## src/rtl/sled_pkg.sv

```systemverilog
package sled_pkg;

    localparam int DIV_W = 2;
    localparam int DLY_W = 8;
    localparam int ADDR_W = 2;
    localparam int DATA_W = 32;

    localparam logic [ADDR_W-1:0] OFS_DATA = 2'd0;
    localparam logic [ADDR_W-1:0] OFS_DIV  = 2'd1;
    localparam logic [ADDR_W-1:0] OFS_DLY  = 2'd2;
    localparam int BUSY_BIT = 31;
    localparam logic [ADDR_W-1:0] OFS_MODE = 2'd3;

    typedef enum logic [1:0] {
        ST_IDLE  = 2'd0,
        ST_SHIFT = 2'd1,
        ST_LATCH = 2'd2
    } sled_state_e;

    typedef struct packed {
        logic             pwm;
        logic             no_latch;
        logic [DIV_W-1:0] div;
        logic [DLY_W-1:0] dly;
    } sled_cfg_t;

    function automatic int div_cycles(input logic [DIV_W-1:0] code);
        return 4 << code;
    endfunction

    function automatic int eff_delay(input logic [DLY_W-1:0] dly,
                                     input logic [DIV_W-1:0] code);
        int lim;
        lim = div_cycles(code) / 2 - 1;
        return (int'(dly) > lim) ? lim : int'(dly);
    endfunction

endpackage

```

## src/rtl/sled_regs.sv

```systemverilog
module sled_regs
    import sled_pkg::*;
#(
    parameter int NBITS = 17
) (
    input  logic              clk,
    input  logic              rst,
    input  logic              wr_en,
    input  logic [ADDR_W-1:0] addr,
    input  logic [DATA_W-1:0] wdata,
    input  logic              busy,
    output sled_cfg_t         cfg_q,
    output logic              start_dir,
    output logic [NBITS-1:0]  dir_pat
);

    logic wr_ok;

    assign wr_ok     = wr_en && !busy;
    assign start_dir = wr_ok && (addr == OFS_DATA) && !cfg_q.pwm;
    assign dir_pat   = wdata[NBITS-1:0];

    always_ff @(posedge clk) begin
        if (rst) begin
            cfg_q <= '0;
        end else if (wr_ok) begin
            case (addr)
                OFS_DIV:  cfg_q.div <= wdata[DIV_W-1:0];
                OFS_DLY:  cfg_q.dly <= wdata[DLY_W-1:0];
                OFS_MODE: begin
                    cfg_q.pwm      <= wdata[1];
                    cfg_q.no_latch <= wdata[0];
                end
                default: ;
            endcase
        end
    end

endmodule

```

## src/rtl/sled_timing.sv

```systemverilog
module sled_timing
    import sled_pkg::*;
#(
    parameter int PH_W = 5
) (
    input  logic             clk,
    input  logic             rst,
    input  logic             run,
    input  logic [DIV_W-1:0] div,
    input  logic [DLY_W-1:0] dly,
    output logic             bit_end,
    output logic             clk_hi
);

    logic [PH_W-1:0] phase;
    int ncyc;
    int dly_eff;
    int ph;

    always_comb begin
        ncyc    = div_cycles(div);
        dly_eff = eff_delay(dly, div);
        ph      = int'(phase);
        bit_end = run && (ph == ncyc - 1);
        clk_hi  = run && (ph > dly_eff) && (ph <= dly_eff + ncyc / 2);
    end

    always_ff @(posedge clk) begin
        if (rst || !run || bit_end) begin
            phase <= '0;
        end else begin
            phase <= phase + 1'b1;
        end
    end

endmodule

```

## src/rtl/sled_shifter.sv

```systemverilog
module sled_shifter
    import sled_pkg::*;
#(
    parameter int NBITS = 17
) (
    input  logic             clk,
    input  logic             rst,
    input  logic             start_dir,
    input  logic [NBITS-1:0] dir_pat,
    input  logic             pwm,
    input  logic             no_latch,
    input  logic [NBITS-1:0] chan_vec,
    input  logic             bit_end,
    output logic             busy,
    output logic             running,
    output logic             ser_data,
    output logic             ser_latch,
    output logic [NBITS-1:0] last_pat
);

    localparam int CNT_W = $clog2(NBITS + 1);

    sled_state_e      state;
    logic [NBITS-1:0] shreg;
    logic [CNT_W-1:0] bitcnt;
    logic             start_pwm;
    logic             start;
    logic [NBITS-1:0] new_pat;

    assign busy      = (state != ST_IDLE);
    assign running   = (state == ST_SHIFT);
    assign start_pwm = pwm && (chan_vec != last_pat);
    assign start     = !busy && (start_dir || start_pwm);
    assign new_pat   = pwm ? chan_vec : dir_pat;
    assign ser_data  = running && shreg[NBITS-1];
    assign ser_latch = (state == ST_LATCH);

    always_ff @(posedge clk) begin
        if (rst) begin
            state    <= ST_IDLE;
            shreg    <= '0;
            bitcnt   <= '0;
            last_pat <= '0;
        end else begin
            case (state)
                ST_IDLE: begin
                    if (start) begin
                        state    <= ST_SHIFT;
                        shreg    <= new_pat;
                        last_pat <= new_pat;
                        bitcnt   <= '0;
                    end
                end
                ST_SHIFT: begin
                    if (bit_end) begin
                        shreg <= {shreg[NBITS-2:0], 1'b0};
                        if (bitcnt == CNT_W'(NBITS - 1)) begin
                            bitcnt <= '0;
                            state  <= no_latch ? ST_IDLE : ST_LATCH;
                        end else begin
                            bitcnt <= bitcnt + 1'b1;
                        end
                    end
                end
                default: state <= ST_IDLE;
            endcase
        end
    end

endmodule

```

## src/rtl/sled_ctrl.sv

```systemverilog
module sled_ctrl
    import sled_pkg::*;
#(
    parameter int NBITS = 17,
    parameter int PH_W  = 5
) (
    input  logic              clk,
    input  logic              rst,
    input  logic              wr_en,
    input  logic [ADDR_W-1:0] addr,
    input  logic [DATA_W-1:0] wdata,
    output logic [DATA_W-1:0] rdata,
    input  logic [NBITS-1:0]  chan_vec,
    output logic              ser_data,
    output logic              ser_clk,
    output logic              ser_latch
);

    localparam int PAD_W = BUSY_BIT - NBITS;

    sled_cfg_t        cfg_q;
    logic             busy;
    logic             running;
    logic             start_dir;
    logic [NBITS-1:0] dir_pat;
    logic [NBITS-1:0] last_pat;
    logic             bit_end;

    sled_regs #(.NBITS(NBITS)) u_regs (
        .clk       (clk),
        .rst       (rst),
        .wr_en     (wr_en),
        .addr      (addr),
        .wdata     (wdata),
        .busy      (busy),
        .cfg_q     (cfg_q),
        .start_dir (start_dir),
        .dir_pat   (dir_pat)
    );

    sled_timing #(.PH_W(PH_W)) u_timing (
        .clk     (clk),
        .rst     (rst),
        .run     (running),
        .div     (cfg_q.div),
        .dly     (cfg_q.dly),
        .bit_end (bit_end),
        .clk_hi  (ser_clk)
    );

    sled_shifter #(.NBITS(NBITS)) u_shift (
        .clk       (clk),
        .rst       (rst),
        .start_dir (start_dir),
        .dir_pat   (dir_pat),
        .pwm       (cfg_q.pwm),
        .no_latch  (cfg_q.no_latch),
        .chan_vec  (chan_vec),
        .bit_end   (bit_end),
        .busy      (busy),
        .running   (running),
        .ser_data  (ser_data),
        .ser_latch (ser_latch),
        .last_pat  (last_pat)
    );

    always_comb begin
        case (addr)
            OFS_DATA: rdata = {busy, {PAD_W{1'b0}}, last_pat};
            OFS_DIV:  rdata = DATA_W'(cfg_q.div);
            OFS_DLY:  rdata = DATA_W'(cfg_q.dly);
            default:  rdata = DATA_W'({cfg_q.pwm, cfg_q.no_latch});
        endcase
    end

endmodule

```

## config.mk

```make
export PLATFORM = sky130hd
export DESIGN_NAME = sled_ctrl
export DESIGN_NICKNAME = d
export VERILOG_FILES = /design/src/rtl/sled_pkg.sv /design/src/rtl/sled_regs.sv /design/src/rtl/sled_timing.sv /design/src/rtl/sled_shifter.sv /design/src/rtl/sled_ctrl.sv
export SDC_FILE = /design/constraint.sdc
export NUM_CORES = 1
export LEC_CHECK = 0
export BUFFER_PORTS_ARGS = -buffer_cell sky130_fd_sc_hd__buf_4
export CORE_MARGIN = 3
export CORE_UTILIZATION = 49
export CTS_CLUSTER_DIAMETER = 80
export DETAILED_ROUTE_END_ITERATION = 7
export GPL_ROUTABILITY_DRIVEN = 0
export GPL_TIMING_DRIVEN = 0
export PLACE_DENSITY = 0.77
export SYNTH_ARGS = -nofsm -noshare
export SYNTH_HDL_FRONTEND = slang
export SYNTH_SLANG_ARGS = --single-unit
```

## constraint.sdc

```tcl
create_clock -name clk -period 3 [get_ports clk]
set_input_delay 0 -clock clk [delete_from_list [all_inputs] [get_ports clk]]
set_output_delay 0 -clock clk [all_outputs]
set_load 0.01 [all_outputs]
```

==> qor.tcl <==
set qor(power.leakage_nw) 1.94
set qor(yosys_warnings) 0
set qor(critical_path_cell_list) {and2_4 -> inv_4 -> ha_4 -> nand3b_1 -> nor3_2 -> o2bb2ai_4 -> buf_4 -> nand2_1 -> o21ai_1 -> ha_1 -> a21oi_2 -> xor2_1 -> ha_1 -> o21ai_1 -> nand2b_1 -> a31oi_2 -> buf_4}
set qor(rr_startpoint) {u_regs.cfg_q[9]}
set qor(timing_worst_setup_path_type) {reg -> out}
set qor(grt_overflow_total) 0
set qor(synthesis.area_per_instance_um2) 8.52
set qor(power.combinational.fraction) 0.248
set qor(power_frac_clock) 0.327
set qor(ys_seq_area_frac) 0.314
set qor(drive_gt1_frac) 0.252
set qor(sw_share) 0.315
set qor(antennaDiodeCount) 0
set qor(die_h_um) 92.9
set qor(drcViolationCount) 0
set qor(hold_crit_endpoint) {u_shift.last_pat[16]}
set qor(ctsRootBufferMaster) {sky130_fd_sc_hd__clkbuf_8}
set qor(global_route.usage.total) 0.240
set qor(worst-r2r-setup-slack_ns) 0.41
set qor(post_dr_wirelength_cell_um) 16.3
set qor(fin_ws_ns) -0.621
set qor(place_worst_setup_slack_ns) -0.468
set qor(rsz_0062_raised_after_global_routing) {true}
set qor(clk_latency_ns) 0.35
set qor(die_w_um) 92.9
set qor(crit_buf_inv) 3
set qor(hold_depth) 3
set qor(dpl.cell_count) 604
set qor(p_sw_mw) 0.632
set qor(drtIter0Drc) 209
set qor(tritoncts) {yes}
set qor(syn-cell-area_mm2) 0.00370
set qor(tightest_slew_ns) 0.877
set qor(sequentialPowerShare) 0.424
set qor(final_max_slew_viol_count) 0
set qor(finalCriticalPeriod_ns) 3.62
set qor(synth_edf_count) 0
set qor(core_area_mm2) 0.00729
set qor(via_per_inst) 5.48
set qor(critical_path_peak_fanout) 7
set qor(crit_path_end_kind) {primary output}
set qor(post_layout_nonfiller_instances) 635
set qor(first_pass_grt_wire_length_um) 16300
set qor(total_number_of_clock_tree_sinks) 58
set qor(multi_input_area_mm2) 0.00246
set qor(nNetsFinal) 607
set qor(p_int_mw) 1.37
set qor(crit_arrival_ns) 3.62
set qor(fin_skew_ns) 0.0132
set qor(area_of_the_die_mm2) 0.00863
set qor(area_growth_pct) 28.9
set qor(fmax_mhz) 276
set qor(reg_to_reg_end) {u_shift.shreg[6]}
set qor(vias) 3479
set qor(power_mw) 2.01
set qor(max-cap-violations) 0
set qor(maxSlewHeadroom) 0.413
set qor(power_density_cells_mw_per_mm2) 421
set qor(cts-htree-levels) 3
set qor(synthesis.instances) 434
set qor(grt_antenna_before_repair) 0
set qor(first_global_vias) 3399
set qor(worstHoldStart) {wdata[16]}
set qor(crit_slowest_cell) {sky130_fd_sc_hd__dfxtp_4}
set qor(outcome) {finished, violations left}
set qor(worst_setup_hold_path_clk_slew_ns) 0.07
set qor(layout.area.seq_mm2) 0.00117
set qor(initial_utilization) 0.507
set qor(crit_required_ns) 3.00
set qor(grt_start_max_net_pins) 12
set qor(cts_buffer_count) 9
set qor(failed_checks) {setup timing}
set qor(numPortBuffers) 58
set qor(yosys_register_bits) 58
set qor(setup_viol) 1
set qor(critPathMaxStageDelay_ns) 0.38
set qor(start_kind) {flip-flop}
set qor(finalCritPeriodShare) 1.21
set qor(dp_hpwl_um) 7940
set qor(postRouteAntennaNets) 0
set qor(async_reset_ff_frac) 0
set qor(wl_um) 10400
set qor(dominantRegCellSynth) {sky130_fd_sc_hd__dfxtp_1}
set qor(dr.pass1.iters) 4
set qor(hold_viol) 0
set qor(placement_rows) 31
set qor(min-delay-path-class) {in -> reg}
set qor(ys_types) 57
set qor(boundaryPins) 89
set qor(timing.reg2reg.worst_path_depth) 9
set qor(cts_buffer_depth) 2
set qor(irDropWorstVdd_mv) 0.321
set qor(fillCellCount) 616
set qor(timing.critical_path.max_delay_family) {adder cells}
==> how the worst max path moves through the flow <==
stage                               start       to  slack [ns]  depth (start not counted)
after CTS                 u_regs.cfg_q[9]  ser_clk       -0.68                         18
after detailed placement  u_regs.cfg_q[5]  ser_clk       -0.47                         14
after floorplan           u_regs.cfg_q[9]  ser_clk       -0.13                         17
after global routing      u_regs.cfg_q[8]  ser_clk       -0.78                         18
final                     u_regs.cfg_q[8]  ser_clk       -0.62                         17
after global placement    u_regs.cfg_q[9]  ser_clk       -0.38                         18
==> power groups by stage <==
| stage | clock (mW) | combinational, mW | sequential (mW) |
|---|---|---|---|
| after global placement | 0 | 0.445 | 0.866 |
| after detailed placement | 0 | 0.458 | 0.868 |
| final | 0.656 | 0.498 | 0.851 |
| after floorplan | 0 | 0.321 | 0.858 |
| after global routing | 0.702 | 0.544 | 0.856 |
| after CTS | 0.661 | 0.489 | 0.851 |
==> cells in the mapped netlist, types with 6 or more instances <==
master                     count  share of area
sky130_fd_sc_hd__a211oi_1     16          0.032
sky130_fd_sc_hd__and2_1       12          0.020
sky130_fd_sc_hd__buf_4        14          0.028
sky130_fd_sc_hd__clkbuf_1     14          0.014
sky130_fd_sc_hd__dfxtp_1      58           0.31
sky130_fd_sc_hd__ha_1         21          0.071
sky130_fd_sc_hd__inv_1        13          0.013
sky130_fd_sc_hd__mux2i_1      51           0.14
sky130_fd_sc_hd__nand2_1      33          0.033
sky130_fd_sc_hd__nand4_1       6          0.010
sky130_fd_sc_hd__nor2_1       63          0.064
sky130_fd_sc_hd__nor2b_1       6          0.010
sky130_fd_sc_hd__o21ai_0      17          0.023
sky130_fd_sc_hd__o21ai_1       9          0.012
sky130_fd_sc_hd__xnor2_1      19          0.045
==> registers in the layout, summed over array words and instances (netlist names) <==
signal,flops
u_shift.bitcnt,5
u_regs.cfg_q,12
u_timing.phase,5
u_shift.state,2
u_shift.shreg,17
u_shift.last_pat,17
==> through the flow <==
stage                     hold slack, ns  cell area (um2)  TNS (ns)   util
after floorplan                    0.144             3860    -0.131      -
after global placement             0.257             4420    -0.377  0.606
after detailed placement           0.268             4420    -0.468  0.606
after CTS                         0.0546             4750    -0.681  0.651
after global routing              0.0633             4770    -0.784  0.654
final                             0.0574             4770    -0.621  0.654
==> per-layer routing <==
layer,share of wire,track usage,vias up
met1,0.44,0.311,1678
met4,0.023,0.0989,0
met5,0,0,-
met3,0.046,0.0398,25
met2,0.49,0.396,91
li1,-,-,1685
==> tightest hold or removal path, delay by kind of cell <==
| kind | cells | cell delay [ns] |
|---|---|---|
| muxes | 1 | 0.15 |
| buffers and inverters | 1 | 0.11 |
| AOI/OAI and AO/OA | 1 | 0.09 |
==> cell families (layout without fill, tap and decap cells) <==
kind of cell	Yosys count	after routing	share of synthesized area
fa+ha+maj	22	22	0.0764
compound gates	75	75	0.138
flops	58	58	0.314
buf+inv	51	140	0.0734
xor+xnor	22	22	0.0521
other cells	1	14	0.00101
mux	53	53	0.150
simple gates	152	152	0.195
==> final cells by class <==
cell class                 instances  share of cell area
buffer                            33              0.0412
clock buffer                      10              0.0289
clock inverter                     6             0.00866
inverter                          17              0.0139
multi-input combinational        338               0.516
sequential                        58               0.245
tap                               99              0.0260
timing repair buffer              74               0.121
==> cell usage in the layout, fill, tap and decap left out, types with 10 or more instances in the layout <==
| cell type | count |
|---|---|
| sky130_fd_sc_hd__dfxtp_1 | 56 |
| sky130_fd_sc_hd__and2_1 | 11 |
| sky130_fd_sc_hd__clkbuf_8 | 10 |
| sky130_fd_sc_hd__mux2i_1 | 51 |
| sky130_fd_sc_hd__clkbuf_1 | 14 |
| sky130_fd_sc_hd__buf_4 | 80 |
| sky130_fd_sc_hd__xnor2_1 | 19 |
| sky130_fd_sc_hd__ha_1 | 15 |
| sky130_fd_sc_hd__nand2_1 | 32 |
| sky130_fd_sc_hd__conb_1 | 14 |
| sky130_fd_sc_hd__nor2_1 | 63 |
| sky130_fd_sc_hd__a211oi_1 | 16 |
| sky130_fd_sc_hd__o21ai_0 | 16 |
| sky130_fd_sc_hd__inv_1 | 10 |
==> timing repair <==
| action | 4_1_cts | 5_1_grt |
|---|---|---|
| cloned | 0 | 0 |
| hold buffers | 8 | 0 |
| pin swaps | 10 | 8 |
| setup buffers | 6 | 2 |
| endpoints found under the setup margin | 1 | 1 |
| gates resized for setup | 5 | 5 |
| endpoints found under the hold margin | 12 | 0 |
Note: power is estimated with default switching activity, not from simulation.
